===== config.mk =====
export PLATFORM = sky130hd
export DESIGN_NAME = gpe_sci_top
export DESIGN_NICKNAME = d
export VERILOG_FILES = /design/src/rtl/gpe_sci_pkg.sv /design/src/rtl/gpe_sci_ctrl.sv /design/src/rtl/gpe_sci_dpath.sv /design/src/rtl/gpe_sci_top.sv
export SDC_FILE = /design/constraint.sdc
export NUM_CORES = 1
export LEC_CHECK = 0
export BUFFER_PORTS_ARGS = -buffer_cell sky130_fd_sc_hd__buf_4
export CORE_ASPECT_RATIO = 0.9
export CORE_MARGIN = 2
export CORE_UTILIZATION = 46
export DETAILED_ROUTE_END_ITERATION = 7
export GPL_ROUTABILITY_DRIVEN = 0
export GPL_TIMING_DRIVEN = 0
export PLACE_DENSITY = 0.82
export RECOVER_POWER = 25
export SLEW_MARGIN = 30
export SYNTH_ARGS = -nofsm -noshare
export SYNTH_HDL_FRONTEND = slang
export SYNTH_SLANG_ARGS = --single-unit

===== constraint.sdc =====
create_clock -name clk -period 1 [get_ports clk]
set_input_delay 0.05 -clock clk [delete_from_list [all_inputs] [get_ports clk]]
set_output_delay 0.05 -clock clk [all_outputs]
set_load 0.02 [all_outputs]

===== src/rtl/gpe_sci_pkg.sv =====
package gpe_sci_pkg;

  localparam int BYTE_W = 8;

  // Strobes from the decode/control side to the register datapath.
  typedef struct packed {
    logic              stsWr;   // write-one-to-clear to a status byte
    logic              enWr;    // load of an enable byte
    logic              selHi;   // current offset is in the enable half
    logic [BYTE_W-1:0] wrByte;  // write data
  } regStrobe_t;

endpackage


===== src/rtl/gpe_sci_ctrl.sv =====
module gpe_sci_ctrl
  import gpe_sci_pkg::*;
#(
  parameter int GPE_LEN = 4,
  parameter int PM1_W = 16,
  parameter logic [PM1_W-1:0] PM1_SCI_MASK = 16'h0521,
  parameter int TMR_BIT = 0,
  localparam int HALF = GPE_LEN / 2,
  localparam int ADDR_W = $clog2(GPE_LEN),
  localparam int IDX_W = (HALF > 1) ? $clog2(HALF) : 1
) (
  input  logic              clk,
  input  logic              rstN,
  input  logic              regWrEn,
  input  logic [ADDR_W-1:0] regAddr,
  input  logic [BYTE_W-1:0] regWrData,
  input  logic              gpeHit,
  input  logic [PM1_W-1:0]  pm1Sts,
  input  logic [PM1_W-1:0]  pm1En,
  output regStrobe_t        strobe,
  output logic [IDX_W-1:0]  byteIdx,
  output logic              sciLevel,
  output logic              tmrArmReq
);

  logic              isHi;
  logic [ADDR_W-1:0] idxFull;
  logic              pm1Hit;

  // Offset decode: lower half is status, upper half is enable.
  always_comb begin
    isHi    = (regAddr >= ADDR_W'(HALF));
    idxFull = isHi ? (regAddr - ADDR_W'(HALF)) : regAddr;
    byteIdx = idxFull[IDX_W-1:0];

    strobe.stsWr  = regWrEn && !isHi;
    strobe.enWr   = regWrEn && isHi;
    strobe.selHi  = isHi;
    strobe.wrByte = regWrData;
  end

  assign pm1Hit = |(pm1Sts & pm1En & PM1_SCI_MASK);

  // Registered outputs, re-evaluated on every clock.
  always_ff @(posedge clk or negedge rstN) begin
    if (!rstN) begin
      sciLevel  <= 1'b0;
      tmrArmReq <= 1'b0;
    end else begin
      sciLevel  <= gpeHit | pm1Hit;
      tmrArmReq <= pm1En[TMR_BIT] & ~pm1Sts[TMR_BIT];
    end
  end

endmodule


===== src/rtl/gpe_sci_dpath.sv =====
module gpe_sci_dpath
  import gpe_sci_pkg::*;
#(
  parameter int GPE_LEN = 4,
  parameter logic [BYTE_W-1:0] GPE_SCI_MASK = 8'h06,
  localparam int HALF = GPE_LEN / 2,
  localparam int STS_W = HALF * BYTE_W,
  localparam int IDX_W = (HALF > 1) ? $clog2(HALF) : 1
) (
  input  logic              clk,
  input  logic              rstN,
  input  regStrobe_t        strobe,
  input  logic [IDX_W-1:0]  byteIdx,
  input  logic [STS_W-1:0]  evtSet,
  output logic [BYTE_W-1:0] rdData,
  output logic [STS_W-1:0]  stsFlat,
  output logic [STS_W-1:0]  enFlat,
  output logic              gpeHit
);

  logic [BYTE_W-1:0] stsReg [HALF];
  logic [BYTE_W-1:0] enReg  [HALF];

  for (genvar b = 0; b < HALF; b++) begin : g_byte
    logic              hitThis;
    logic [BYTE_W-1:0] clrMask;

    assign hitThis = (int'(byteIdx) == b);
    assign clrMask = (strobe.stsWr && hitThis) ? strobe.wrByte : '0;

    // Status: the set pulse is ORed in after the clear, so it wins.
    always_ff @(posedge clk or negedge rstN) begin
      if (!rstN) stsReg[b] <= '0;
      else       stsReg[b] <= (stsReg[b] & ~clrMask) | evtSet[b*BYTE_W +: BYTE_W];
    end

    always_ff @(posedge clk or negedge rstN) begin
      if (!rstN)                       enReg[b] <= '0;
      else if (strobe.enWr && hitThis) enReg[b] <= strobe.wrByte;
    end

    assign stsFlat[b*BYTE_W +: BYTE_W] = stsReg[b];
    assign enFlat[b*BYTE_W +: BYTE_W]  = enReg[b];
  end

  assign rdData = strobe.selHi ? enReg[byteIdx] : stsReg[byteIdx];
  assign gpeHit = |(stsReg[0] & enReg[0] & GPE_SCI_MASK);

endmodule


===== src/rtl/gpe_sci_top.sv =====
module gpe_sci_top
  import gpe_sci_pkg::*;
#(
  parameter int GPE_LEN = 4,
  parameter int PM1_W = 16,
  parameter logic [PM1_W-1:0] PM1_SCI_MASK = 16'h0521,
  parameter logic [7:0] GPE_SCI_MASK = 8'h06,
  parameter int TMR_BIT = 0,
  localparam int HALF = GPE_LEN / 2,
  localparam int STS_W = HALF * 8,
  localparam int ADDR_W = $clog2(GPE_LEN),
  localparam int IDX_W = (HALF > 1) ? $clog2(HALF) : 1
) (
  input  logic              clk,
  input  logic              rstN,
  input  logic              regWrEn,
  input  logic [ADDR_W-1:0] regAddr,
  input  logic [7:0]        regWrData,
  output logic [7:0]        regRdData,
  input  logic [STS_W-1:0]  evtSet,
  input  logic [PM1_W-1:0]  pm1Sts,
  input  logic [PM1_W-1:0]  pm1En,
  output logic              sciLevel,
  output logic              tmrArmReq
);

  regStrobe_t       strobe;
  logic [IDX_W-1:0] byteIdx;
  logic             gpeHit;
  logic [STS_W-1:0] stsFlat;
  logic [STS_W-1:0] enFlat;

  gpe_sci_ctrl #(
    .GPE_LEN(GPE_LEN), .PM1_W(PM1_W),
    .PM1_SCI_MASK(PM1_SCI_MASK), .TMR_BIT(TMR_BIT)
  ) u_ctrl (
    .clk(clk), .rstN(rstN),
    .regWrEn(regWrEn), .regAddr(regAddr), .regWrData(regWrData),
    .gpeHit(gpeHit), .pm1Sts(pm1Sts), .pm1En(pm1En),
    .strobe(strobe), .byteIdx(byteIdx),
    .sciLevel(sciLevel), .tmrArmReq(tmrArmReq)
  );

  gpe_sci_dpath #(
    .GPE_LEN(GPE_LEN), .GPE_SCI_MASK(GPE_SCI_MASK)
  ) u_dpath (
    .clk(clk), .rstN(rstN),
    .strobe(strobe), .byteIdx(byteIdx), .evtSet(evtSet),
    .rdData(regRdData), .stsFlat(stsFlat), .enFlat(enFlat),
    .gpeHit(gpeHit)
  );

endmodule


After elaboration in Yosys (flattened, before gate mapping)
Index checks and enable logic that the tools add are counted.
{"block": "op_classes", "addsub": 1, "bitwise_logic": 13, "n_mux": 10, "order_cmp": 2, "reduce_logical": 9}
{"cell": "2-to-1 mux 8 bit", "n": 9}
{"cell": "bitwise AND 8 bit", "n": 2}
{"cell": "NOT 8 bit", "n": 2}
{"cell": "bitwise OR 8 bit", "n": 2}
{"cell": "bitwise AND 11 bit", "n": 1}
{"cell": "logical AND 1 bit", "n": 6}
{"cell": ">= comparator 2 bit, second input constant", "n": 2}
{"cell": "OR reduction 4 bit", "n": 1}
{"cell": "bitwise AND 3 bit", "n": 1}
{"cell": "NOT 1 bit", "n": 2}
{"cell": "NOT 1 -> 2 bit", "n": 1}
{"cell": "OR reduction 2 bit", "n": 1}
{"cell": "bitwise AND 1 bit", "n": 1}
{"cell": "zero test 1 bit", "n": 1}
{"cell": "2-to-1 mux 1 bit", "n": 1}
{"cell": "bitwise OR 1 bit", "n": 1}
{"cell": "subtractor 1 bit, second input constant", "n": 1}
{"block": "totals", "input_bits": 61, "out_inout_bits": 10, "ff_bits": 34}

Longest topological paths before layout
Gate-level depths: netlist (run 1).
{"block": "depth", "ltp_word": 8, "ltp_mapped": 3, "mapped_depth_nobuf": 2}

By module
From an unflattened synthesis (run 1), not the netlist that was laid out.
{"block": "hier_totals", "cells_unflattened": 117, "hier_area_um2": 1654.1}
{"module": "gpe_sci_dpath", "n_inst": 1, "cells_each": 98, "seq_area_each_um2": 800.8, "area_each_um2": 1487.7}
{"module": "gpe_sci_ctrl", "n_inst": 1, "cells_each": 19, "seq_area_each_um2": 50.0, "area_each_um2": 166.4}

Worst setup path before layout (run 1)
No wires, ideal clock.
{"block": "synth_path", "path_kind": "register -> output", "start": "register u_dpath.stsReg, in the netlist u_dpath.stsFlat[1]", "end": "output regRdData[1]", "setup_slack_ns": -0.011, "arrival_ns": 0.961, "stages_incl_launch_ff": 2, "required_time_ns": 0.950, "path_cell_list": "dfrtp_1 > mux4_1"}
{"block": "synth_between", "elab_chain_len": 4}
{"element": "start: declaration", "line": "gpe_sci_dpath.sv:21", "rtl": "logic [BYTE_W-1:0] stsReg [HALF];"}
{"element": "start signal: indexed assignment", "line": "gpe_sci_dpath.sv:34", "rtl": "else stsReg[b] <= (stsReg[b] & ~clrMask) | evtSet[b*BYTE_W +: BYTE_W];"}
{"element": "2-to-1 mux 8 bit (not written as such) (3 in series)", "line": "gpe_sci_dpath.sv:46", "rtl": "assign rdData = strobe.selHi ? enReg[byteIdx] : stsReg[byteIdx];"}
{"element": "2-to-1 mux 8 bit", "line": "gpe_sci_dpath.sv:46"}
{"element": "end: declaration", "line": "gpe_sci_top.sv:19", "rtl": "output logic [7:0] regRdData,"}
Every way passes these cells. The select of a mux whose other input is x is not followed.

Worst setup path in the final report (run 1)
{"block": "layout_path", "start": "register u_dpath.enReg, in the netlist u_dpath.enFlat[13]", "end": "output regRdData[5]"}
{"block": "layout_between", "elab_chain_len": 4}
{"element": "start: declaration", "line": "gpe_sci_dpath.sv:22", "rtl": "logic [BYTE_W-1:0] enReg [HALF];"}
{"element": "start signal: indexed assignment", "line": "gpe_sci_dpath.sv:39", "rtl": "else if (strobe.enWr && hitThis) enReg[b] <= strobe.wrByte;"}
{"element": "2-to-1 mux 8 bit (not written as such) (3 in series)", "line": "gpe_sci_dpath.sv:46"}
{"element": "2-to-1 mux 8 bit", "line": "gpe_sci_dpath.sv:46"}
Every way passes these cells. The select of a mux whose other input is x is not followed.

==> results of run 1 <==
[metal layers]
layer / track usage [%] / wire [µm]
met3: 6.27 / 191
met1: 22.1 / 1430
met4: 11.0 / 27
met5: 0 / 0
met2: 34.5 / 1710
[stage by stage]
| step | setup TNS (ps) | cells | power [mW] |
|---|---|---|---|
| after floorplan | 0 | 118 | 1.97 |
| after global placement | -2280 | 208 | 2.25 |
| after detailed placement | -2590 | 208 | 2.28 |
| after CTS | -2760 | 228 | 3.39 |
| after global routing | -3020 | 233 | 3.57 |
| final | -2660 | 233 | 3.39 |
[worst register-to-register path, cell delays in order (launching register included)]
cell and delay, ps:
dfrtp_1 380, buf_4 140, a22oi_1 190, nand3_1 100
[how the worst min path moves through the flow]
stage                               to  slack [ps]  cells past startpoint
floorplan              u_ctrl.sciLevel        -250                      0
global placement      u_ctrl.tmrArmReq           7                      1
detailed placement  u_dpath.stsFlat[1]          20                      1
CTS                    u_ctrl.sciLevel         0.6                      3
global route           u_ctrl.sciLevel          10                      3
finish                 u_ctrl.sciLevel           1                      3
[logic make-up (layout without fill, tap and decap cells)]
family / after synthesis / in the layout / share of synthesized area (%)
flops: 34 / 34 / 54.2
simple gates: 22 / 22 / 7.81
mux: 24 / 24 / 24.6
compound gates: 19 / 19 / 7.81
buf+inv: 19 / 90 / 5.58
[flip-flops by register name, indices dropped and copies added, names as in the netlist]
register / count
u_ctrl.sciLevel: 1
u_ctrl.tmrArmReq: 1
u_dpath.enFlat: 16
u_dpath.stsFlat: 16
[layout by cell type (no fill, tap or decap)]
cell type      count
and3b_2            1
a31oi_1           16
mux4_2             8
nor2b_1            1
nor2_1            16
buf_6             10
buf_4             44
buf_2              1
clkbuf_4           1
inv_1             16
mux2_2            16
clkbuf_1           1
nand3_1            1
nand3b_2           1
nor3b_4            1
a22oi_1            3
nand3_4            1
dlygate4sd3_1     10
clkinv_2           1
clkbuf_8           6
dfrtp_1           34
[area by class of cell]
| type | count | share of cell area (%) |
|---|---|---|
| repair buffers | 63 | 23.7 |
| multi-input cells | 65 | 27.5 |
| flip-flops and latches | 34 | 38.2 |
| clock inverters | 1 | 0.225 |
| plain buffers | 3 | 1.24 |
| well taps | 44 | 2.47 |
| inverters | 16 | 2.70 |
| clock buffers | 7 | 3.88 |
[power by group through the flow]
stage	clock network (mW)	logic [mW]	registers [mW]
finish	1.01	0.778	1.60
global route	1.12	0.840	1.61
CTS	1.04	0.754	1.60
detailed placement	0	0.654	1.63
global placement	0	0.634	1.61
floorplan	0	0.360	1.61
[timing repair]
item                                    4_1_cts  5_1_grt
setup buffers                                 2        5
gates resized for setup                       8        1
gates cloned                                  0        0
hold buffers                                 10        0
hold endpoints to repair                     51        0
endpoints found under the setup margin        8       10
==> metrics.md, run 1 <==
| Metric | Value |
|---|---|
| Final setup margin | -360 ps |
| Mapped Nets | about 180 |
| Initial antenna violation count | 0 |
| Worst Tran Pin Value | 479 ps |
| Num CTS Buffers | 5 |
| Critical path data arrival time | 1310 ps |
| Register area share after synthesis | a little over half |
| Cell variety after synth | 16 |
| Setup violators final | 8 |
| Detail Placement HPWL | 2320 µm |
| CP Launch Type | flop |
| Row cnt | 20 |
| P_sw | 0.835 mW |
| RSZ-0062 raised after global routing | yes |
| Die area | approximately 3900 µm² |
| Post-synth EDFFs | 0 |
| Tcrit/Tclk final | 136% |
| Worst EP required | 950 ps |
| R2r setup slk | approximately 80 ps |
| Core area | 3330 µm² |
| Die height | 59.4 µm |
| Top FF cell, synth | dfrtp_1 |
| Biggest area consumer among synthesized cells | dfrtp_1 |
| Failing checks | negative setup slack |
| DRT antenna net count | 0 |
| Slew margin rel. | approximately 68% |
| Final hold vios | 0 |
| Number of fill cells | 253 |
| Setup CP Type | reg -> out |
| Outcome | finished with violations |
| Peak supply drop | 0.000991 V |
| WHS | 1.31 ps |
| Clock Skews | 1.36 ps |
| Multi-input gate area | 612 µm² |
| CP Cell Sequence | mux4_2, buf_6 |
| Ant. Diodes | 0 |
| Reg area | 851 µm² |
| Core Util, Final | 66.8% |
| P_leak | between 0.9 and 1 nW |
| Worst path depth | 2 |
| Power share of the sequential group | 47.2% |
| Area delta synth->final | 41.7% |
| Comb pwr share | between 20% and 30% |
| Number of port buffers | 46 |
| Async SR Flop Fraction | 100% |
| Crit-path max FO | 2 |
| HP Class | in -> reg |
| Crit path buffers/inverters | 1 |
| Worst r2r path cells | 3 |
| Clock Root Buffer | clkbuf_8 |
| Synthesized area per cell | 13.3 µm² |
| Synth area leaders | dfrtp_1 (54%), mux4_1 (12%), mux2_2 (11%) |
| Flops & latches, synth | 34 |
| Drt initial violations | 66 |
| Maximum capacitance violations | 0 |
| Routed WL per cell | about 14 µm |
| Worst r2r src | u_dpath.enFlat[1] |
| Grt total ovfl | 0 |
| CP Capture Type | primary output |
| Cell family with most CP delay | multiplexers |
| Clk slew on worst S/H paths | 70 ps |
| Slew Limit Fails | 0 |
| Clock tree buffer depth | 2 |
| Pin count of the biggest net entering global routing | 35 |
| Vias per cell | 5.08 |
| Die width | 65.6 µm |
| Worst setup path end | regRdData[5] |
| Post-synthesis cell count | 118 |
| Routed via count | 1183 |
| Area after DPL | 1940 µm² |
| Gr usage total | 20.0% |
| Routed WL | 3360 µm |
| Synthesis Warnings | 0 |
| # H-tree levels | 2 |
| Clk Latency, worst-skew pair | 280 ps |
| Top cell type's share of synthesized area | a little over half |
| Sw frac | 24.7% |
| Most common cell in the synthesized netlist | dfrtp_1 |
| Period minus WS final | 1360 ps |
| Vias in the first global route | 1281 |
| Slowest-stage cell, CP | mux4_2 |
| CTS tree | built |
| Power per Cell Area | 1520 nW/µm² |
| Fmax | 735 MHz |
| CTS sink cnt | 34 |
| Share of cells above drive strength 1 | 48.1% |
| Hold Startpoint | pm1En[8] |
| Internal power | 2.55 mW |
| Clock power share | 29.8% |
| Crit path launch | u_dpath.enFlat[13] |
| IO Pins | roughly 70 |
| Crit path largest cell delay | around 500 ps |
| Post-route cell area | 2220 µm² |
| DR pass1 iterations | 4 |
| Final net count | roughly 250 |
| Residual DRC | 0 |
| Synth cell count leaders | dfrtp_1 (34), a31oi_1 (16), inv_1 (16), mux2_2 (16), nor2_1 (16) |
| Pre-CTS setup slack | -275 ps |
| Initial Utilization | 47.2% |
| First-pass GRT wire length | 5530 µm |
| Reg-to-Reg End | u_ctrl.sciLevel |
| Synth Cell Area | 1570 µm² |
No activity file was read; power rests on OpenSTA's default activity.
==> run 2, diff against run 1 <==
--- a/config.mk
+++ b/config.mk
@@ -8,7 +8,7 @@
 export BUFFER_PORTS_ARGS = -buffer_cell sky130_fd_sc_hd__buf_4
 export CORE_ASPECT_RATIO = 0.9
 export CORE_MARGIN = 2
-export CORE_UTILIZATION = 46
+export CORE_UTILIZATION = 47
 export DETAILED_ROUTE_END_ITERATION = 7
 export GPL_ROUTABILITY_DRIVEN = 0
 export GPL_TIMING_DRIVEN = 0
@@ -17,4 +17,5 @@
 export SLEW_MARGIN = 30
 export SYNTH_ARGS = -nofsm -noshare
 export SYNTH_HDL_FRONTEND = slang
+export SYNTH_HIERARCHICAL = 1
 export SYNTH_SLANG_ARGS = --single-unit
==> run 2 against run 1 <==
  * The flow still finishes with violations (negative setup slack)
  * Highest routed layer unchanged
  * Register-to-register slack worse by 120 ps
  * Sequential power about the same
  * Routed wire length up 15%
  * Worst hold slack better by 17 ps
==> metrics.md, run 2 <==
| Metric | Value |
|---|---|
| Initial antenna violation count | 0 (unchanged) |
| Mapped Nets | 178 (-0.56%) |
| Post-synth EDFFs | 0 (unchanged) |
| DRT antenna net count | 0 (unchanged) |
| Biggest area consumer among synthesized cells | dfrtp_1 |
| Critical path data arrival time | 1330 ps (+20 ps) |
| Gr usage total | 22.6% (+2.6 points) |
| Final net count | 259 (+4.0%) |
| Max layer used | met4 |
| Async SR Flop Fraction | 100% (unchanged) |
| Flops & latches, synth | 34 (unchanged) |
| Clk Latency, worst-skew pair | 290 ps (about the same) |
| Register area share after synthesis | 51.4% (-2.7 points) |
| Power share of the sequential group | 44.8% (-2.4 points) |
| Synth cell count leaders | dfrtp_1 (34), a21o_1 (16), buf_4 (10) |
| Residual DRC | 0 (unchanged) |
| Vias per cell | 5.20 (+2.4%) |
| P_sw | 0.918 mW (+9.9%) |
| Pin count of the biggest net entering global routing | 35 (unchanged) |
| Initial Utilization | 49.0% (+1.8 points) |
| Slew margin rel. | 51.2% (-17 points) |
| Top FF cell, synth | dfrtp_1 |
| # H-tree levels | 2 (unchanged) |
| Clock Root Buffer | clkbuf_8 |
| Num CTS Buffers | 5 (unchanged) |
| Setup violators final | 9 (+1) |
| Area after DPL | 1990 µm² (+2.3%) |
| Period minus WS final | 1380 ps (+15.5 ps) |
| Slew Limit Fails | 0 (unchanged) |
| CTS sink cnt | 34 (unchanged) |
| IO Pins | 71 (unchanged) |
| Row cnt | 20 (unchanged) |
| CTS tree | built |
| Grt total ovfl | 0 (unchanged) |
| Worst EP required | 950 ps (about the same) |
| Failing checks | negative setup slack |
| Tcrit/Tclk final | 138% (+1.5 points) |
| Synth area leaders | dfrtp_1 (51%), mux4_2 (11%), a21o_1 (7.3%) |
| Clock power share | 29.1% (-0.7 points) |
| Clock tree buffer depth | 2 (unchanged) |
| Worst Tran Pin Value | 732 ps (+253 ps) |
| DR pass1 iterations | 4 (unchanged) |
| CP Capture Type | primary output |
| CP Launch Type | flop |
| Crit-path max FO | 2 (unchanged) |
| HP Class | in -> reg |
| Fmax | 727 MHz (-1.1%) |
| Share of cells above drive strength 1 | 50.8% (+2.6 points) |
| Placed Cells | 198 (-4.8%) |
| First-pass GRT wire length | 6380 µm (+15%) |
| Die width | 66.5 µm (+1.4%) |
| Post-route cell area | 2460 µm² (+11%) |
| Top cell type's share of synthesized area | 51.4% (-2.7 points) |
| CP Cell Sequence | mux4_2, buf_6 |
| Final Non-Filler Cells | 243 (+4.3%) |
| Core area | 3380 µm² (+1.5%) |
| Area delta synth->final | 48.7% |
| Cell family with most CP delay | multiplexers |
| Commonest non-fill, non-tap cell in the layout | buf_4 |
| Comb pwr share | 26.1% (+3.1 points) |
| Die area | 4010 µm² (+2.9%) |
| Drt initial violations | 68 (+3.0%) |
| Maximum capacitance violations | 0 (unchanged) |
| Core Util, Final | 72.8% (+6.0 points) |
| Most common cell in the synthesized netlist | dfrtp_1 |
| Peak supply drop | 0.00122 V (+24%) |
| Clock Skews | 5.40 ps (+4.04 ps) |
| Routed WL | 3880 µm (+15%) |
| WL met2 | 2050 µm (+20%) |
| Clk slew on worst S/H paths | 70 ps (about the same) |
| Number of port buffers | 37 (-20%) |
| Crit path buffers/inverters | 1 (unchanged) |
| Crit path largest cell delay | 480 ps (-20 ps) |
| WHS | 18.8 ps (+17.5 ps) |
| Outcome | finished with violations |
| Most frequent cells in the layout | buf_4 (50), dfrtp_1 (34), dlygate4sd3_1 (25), a21o_1 (16), buf_6 (11) |
| Sw frac | 25.5% (+0.87 points) |
| RSZ-0062 raised after global routing | yes |
| Ant. Diodes | 0 (unchanged) |
| P_leak | 1.07 nW (+7.3%) |
| Die height | 60.3 µm (+1.4%) |
| Routed WL per cell | 16.0 µm (+11%) |
| Post-synthesis cell count | 117 (-0.85%) |
| WL met3 | 206 µm (+7.9%) |
| Synthesis Warnings | 6 (+6) |
| Setup CP Type | reg -> out |
| Synthesized area per cell | 14.1 µm² (+6.2%) |
| Slowest-stage cell, CP | mux4_2 |
| Power per Cell Area | 1460 nW/µm² (-4.0%) |
| Wl on met1 | 1560 µm (+9.2%) |
| Routed via count | 1263 (+6.8%) |
| Vias in the first global route | 1377 (+7.5%) |
| Synth Cell Area | 1650 µm² (+5.3%) |
| Internal power | 2.68 mW (+4.9%) |
| Cell variety after synth | 20 (+4) |
| Final setup margin | -375 ps (-15.5 ps) |
| Final hold vios | 0 (unchanged) |
[run 2: area by class of cell]
class                   count  area [µm²]
flip-flops and latches     34         851
fillers                   221         918
repair buffers             74         649
multi-input cells          65         681
clock buffers               6        82.6
plain buffers              18         129
well taps                  44        55.1
clock inverters             2        12.5
[run 2: power by group through the flow]
stage                     clock, mW  sequential (mW)  combinational (mW)
after floorplan                   0             1.61               0.442
after global placement            0             1.62               0.675
after detailed placement          0             1.63               0.699
after CTS                      1.08             1.60               0.873
after global routing           1.14             1.62                1.00
final                          1.04             1.61               0.940
[run 2: kinds of logic (layout without fill, tap and decap cells)]
logic type	after synthesis	in the layout	synth area share, %
AOI/OAI and AO/OA	19	19	8.70
buffers and inverters	18	100	7.64
DFF	34	34	51.4
muxes	24	24	23.6
and+or+nand+nor	22	22	8.62
[run 2: stage by stage]
| step | setup TNS (ps) | setup WS (ps) | total power [mW] |
|---|---|---|---|
| after floorplan | 0 | 0.749 | 2.05 |
| after global placement | -3430 | -249 | 2.30 |
| after detailed placement | -4150 | -281 | 2.33 |
| after CTS | -2910 | -383 | 3.56 |
| after global routing | -3220 | -415 | 3.77 |
| final | -2880 | -375 | 3.59 |
[run 2: timing repair]
action / 4_1_cts / 5_1_grt
hold buffers: 25 / 0
endpoints found under the setup margin: 8 / 9
buffers inserted: 5 / 9
resized for setup: 9 / 1
pin swaps: 1 / 1
hold endpoints to repair: 52 / 0
[run 2: final timing paths]
kind,end,cells after the start,slack [ps],from
hold reg to reg,u_dpath/stsFlat[8],1,480,u_dpath/stsFlat[8]
setup reg to reg,u_ctrl/sciLevel,4,-40,u_dpath/enFlat[1]
max in group asynchronous,u_dpath/enFlat[8],2,170,rstN
min in group asynchronous,u_dpath/stsFlat[1],2,350,rstN
hold / removal,u_dpath/enFlat[4],2,20,regWrData[4]
setup / recovery,regRdData[1],2,-380,u_dpath/enFlat[1]
[run 2: routing by layer]
metal / GRT usage (%) / vias to the layer above
met5: 0 / -
met3: 6.97 / 8
li1: - / 582
met1: 24.9 / 633
met2: 41.4 / 40
met4: 7.58 / 0
==> run 3, diff against run 2 <==
--- a/config.mk
+++ b/config.mk
@@ -14,6 +14,7 @@
 export GPL_TIMING_DRIVEN = 0
 export PLACE_DENSITY = 0.82
 export RECOVER_POWER = 25
+export SETUP_SLACK_MARGIN = 0.1
 export SLEW_MARGIN = 30
 export SYNTH_ARGS = -nofsm -noshare
 export SYNTH_HDL_FRONTEND = slang
==> constraint.sdc (replaced) <==
create_clock -name clk -period 1 [get_ports clk]
set_input_delay 0.05 -clock clk [delete_from_list [all_inputs] [get_ports clk]]
set_output_delay 0.05 -clock clk [all_outputs]
set_load 0.05 [all_outputs]
==> run 3 against run 2 <==
  * The flow still finishes with violations (negative setup slack)
  * Register-to-register slack about the same
  * Combinational power rose by 11%
  * Core utilization fell by 0.93 points
  * First-iteration DRC count down 65%
  * Sequential power hardly changed
  * Largest cell class unchanged
  * Via count is 4.9% lower
  * Largest power group unchanged
  * Worst hold slack got worse by 1.5 ps
==> metrics.md, run 3 (synthesis results as in run 2) <==
| Metric | Value |
|---|---|
| Outcome | finished with violations |
| Failing checks | negative setup slack |
| Tcrit/Tclk final | 138% (+0.29 points) |
| Clk Latency, worst-skew pair | 280 ps (about the same) |
| Initial antenna violation count | 0 (unchanged) |
| Slew margin rel. | 69.4% (+18 points) |
| Area delta synth->final | 46.8% |
| # H-tree levels | 2 (unchanged) |
| Die width | 66.5 µm (unchanged) |
| Routed WL per cell | 16.5 µm (+3.1%) |
| Setup CP Type | reg -> out |
| Power per Cell Area | 1590 nW/µm² (+8.7%) |
| Detail Placement HPWL | 2410 µm |
| Initial Utilization | 49.0% (unchanged) |
| RSZ-0062 raised after global routing | yes |
| Pin count of the biggest net entering global routing | 35 (unchanged) |
| First-pass GRT wire length | 6120 µm (-4.1%) |
| CTS sink cnt | 34 (unchanged) |
| Vias in the first global route | 1287 (-6.5%) |
| Final setup margin | -378 ps (-2.94 ps) |
| Core Util, Final | 71.9% (-0.93 points) |
| Fmax | 725 MHz (-0.21%) |
| Worst Tran Pin Value | 458 ps (-273 ps) |
| Worst EP required | 950 ps (about the same) |
| Max layer used | met4 |
| P_leak | 1.05 nW (-1.6%) |
| Crit path largest cell delay | 500 ps (+20 ps) |
| Final net count | 248 (-4.2%) |
| Die area | 4010 µm² (unchanged) |
| Die height | 60.3 µm (unchanged) |
| CP Capture Type | primary output |
| Number of port buffers | 37 (unchanged) |
| Routed via count | 1201 (-4.9%) |
| Clock tree buffer depth | 2 (unchanged) |
| Clock Skews | 1.82 ps (-3.58 ps) |
| Slowest-stage cell, CP | mux4_2 |
| Share of cells above drive strength 1 | 50.5% (-0.22 points) |
| Number of fill cells | 233 (+5.4%) |
| Period minus WS final | 1380 ps (+2.94 ps) |
| Clk slew on worst S/H paths | 70 ps (about the same) |
| Num CTS Buffers | 5 (unchanged) |
| Ant. Diodes | 0 (unchanged) |
| Crit-path max FO | 2 (unchanged) |
| Peak supply drop | 0.00111 V (-9.3%) |
| CP Cell Sequence | mux4_2, buf_8 |
| Grt total ovfl | 0 (unchanged) |
| Residual DRC | 0 (unchanged) |
| Routed WL | 3820 µm (-1.5%) |
| Row cnt | 20 (unchanged) |
| Wl on met1 | 1660 µm (+6.2%) |
| CP Launch Type | flop |
| Vias per cell | 5.18 (-0.40%) |
| Placed Cells | 198 (unchanged) |
| Final hold vios | 0 (unchanged) |
| Core area | 3380 µm² (unchanged) |
| WHS | 17.3 ps (-1.46 ps) |
| Setup violators final | 9 (unchanged) |
| WL met2 | 1930 µm (-6.0%) |
| WL met3 | 208 µm (+0.97%) |
| CTS tree | built |
| Clock Root Buffer | clkbuf_8 |
| IO Pins | 71 (unchanged) |
| Critical path data arrival time | 1330 ps (about the same) |
| DRT antenna net count | 0 (unchanged) |
| Drt initial violations | 24 (-65%) |
| Slew Limit Fails | 0 (unchanged) |
| Gr usage total | 21.2% (-1.4 points) |
| Final Non-Filler Cells | 232 (-4.5%) |
| HP Class | in -> reg |
| Most frequent cells in the layout | buf_4 (37), dfrtp_1 (34), dlygate4sd3_1 (20), a21o_1 (16), buf_6 (14) |
| Commonest non-fill, non-tap cell in the layout | buf_4 |
| Maximum capacitance violations | 0 (unchanged) |
| DR pass1 iterations | 4 (unchanged) |
==> run 3: cell types whose count changed in the layout (fill, tap and decap cells not counted), moves of 2 or more <==
cell           before  now
clkbuf_4            0    2
dlygate4sd3_1      25   20
buf_2               4    2
buf_6              11   14
buf_8               0    4
buf_4              50   37
==> run 3: path summary, 6_finish.rpt <==
| check | start | end | slack (ps) | cells past startpoint |
|---|---|---|---|---|
| max in group asynchronous | rstN | u_dpath/enFlat[13] | 360 | 2 |
| min reg2reg | u_dpath/stsFlat[13] | u_dpath/stsFlat[13] | 470 | 1 |
| min | pm1En[5] | u_ctrl/sciLevel | 20 | 3 |
| max reg2reg | u_dpath/stsFlat[2] | u_ctrl/sciLevel | -30 | 4 |
| max | u_dpath/enFlat[12] | regRdData[4] | -380 | 2 |
| min in group asynchronous | rstN | u_ctrl/sciLevel | 320 | 2 |
==> run 3: timing repair <==
| action | CTS | global route |
|---|---|---|
| hold buffers | 20 | 0 |
| hold endpoints to repair | 52 | 0 |
| resized for setup | 10 | 11 |
| pin swaps | 0 | 1 |
| endpoints found under the setup margin | 9 | 23 |
| buffers inserted | 4 | 3 |
==> run 3: metrics by stage <==
step                      worst slack, ps  instance area [µm²]  power, mW  TNS (ps)
after floorplan                     -45.8                 1670       2.19      -314
final                                -378                 2430       3.86     -3000
after CTS                            -387                 2380       3.84     -3040
after detailed placement             -255                 2000       2.47     -3770
after global placement               -232                 2000       2.43     -3070
after global routing                 -430                 2430       4.07     -3360
==> run 3: where the power goes <==
part / internal, mW / total [mW] / switching (mW)
clock network: 0.732 / 1.21 / 0.474
logic: 0.577 / 1.04 / 0.459
registers: 1.53 / 1.61 / 0.0875
total: 2.84 / 3.86 / 1.02
==> run 3: layout make-up <==
cell class	instances	area [µm²]	share of cell area (%)
Sequential cell	34	851	35.0
Buffer	18	146	6.03
Timing Repair Buffer	63	583	24.0
Tap cell	44	55.1	2.27
Multi-Input combinational cell	65	684	28.2
Clock buffer	5	68.8	2.83
Clock inverter	3	40.0	1.65
==> run 3: metal layers <==
layer,track usage (%),up-vias
li1,-,556
met1,26.7,599
met2,36.0,43
met3,6.97,3
met4,4.37,0
met5,0,-
==> run 3: worst max-delay path: cells and delay by family, from the launching register on <==
family	cells	cell delay, ps
DFF	1	380
muxes	1	500
buffers and inverters	1	170
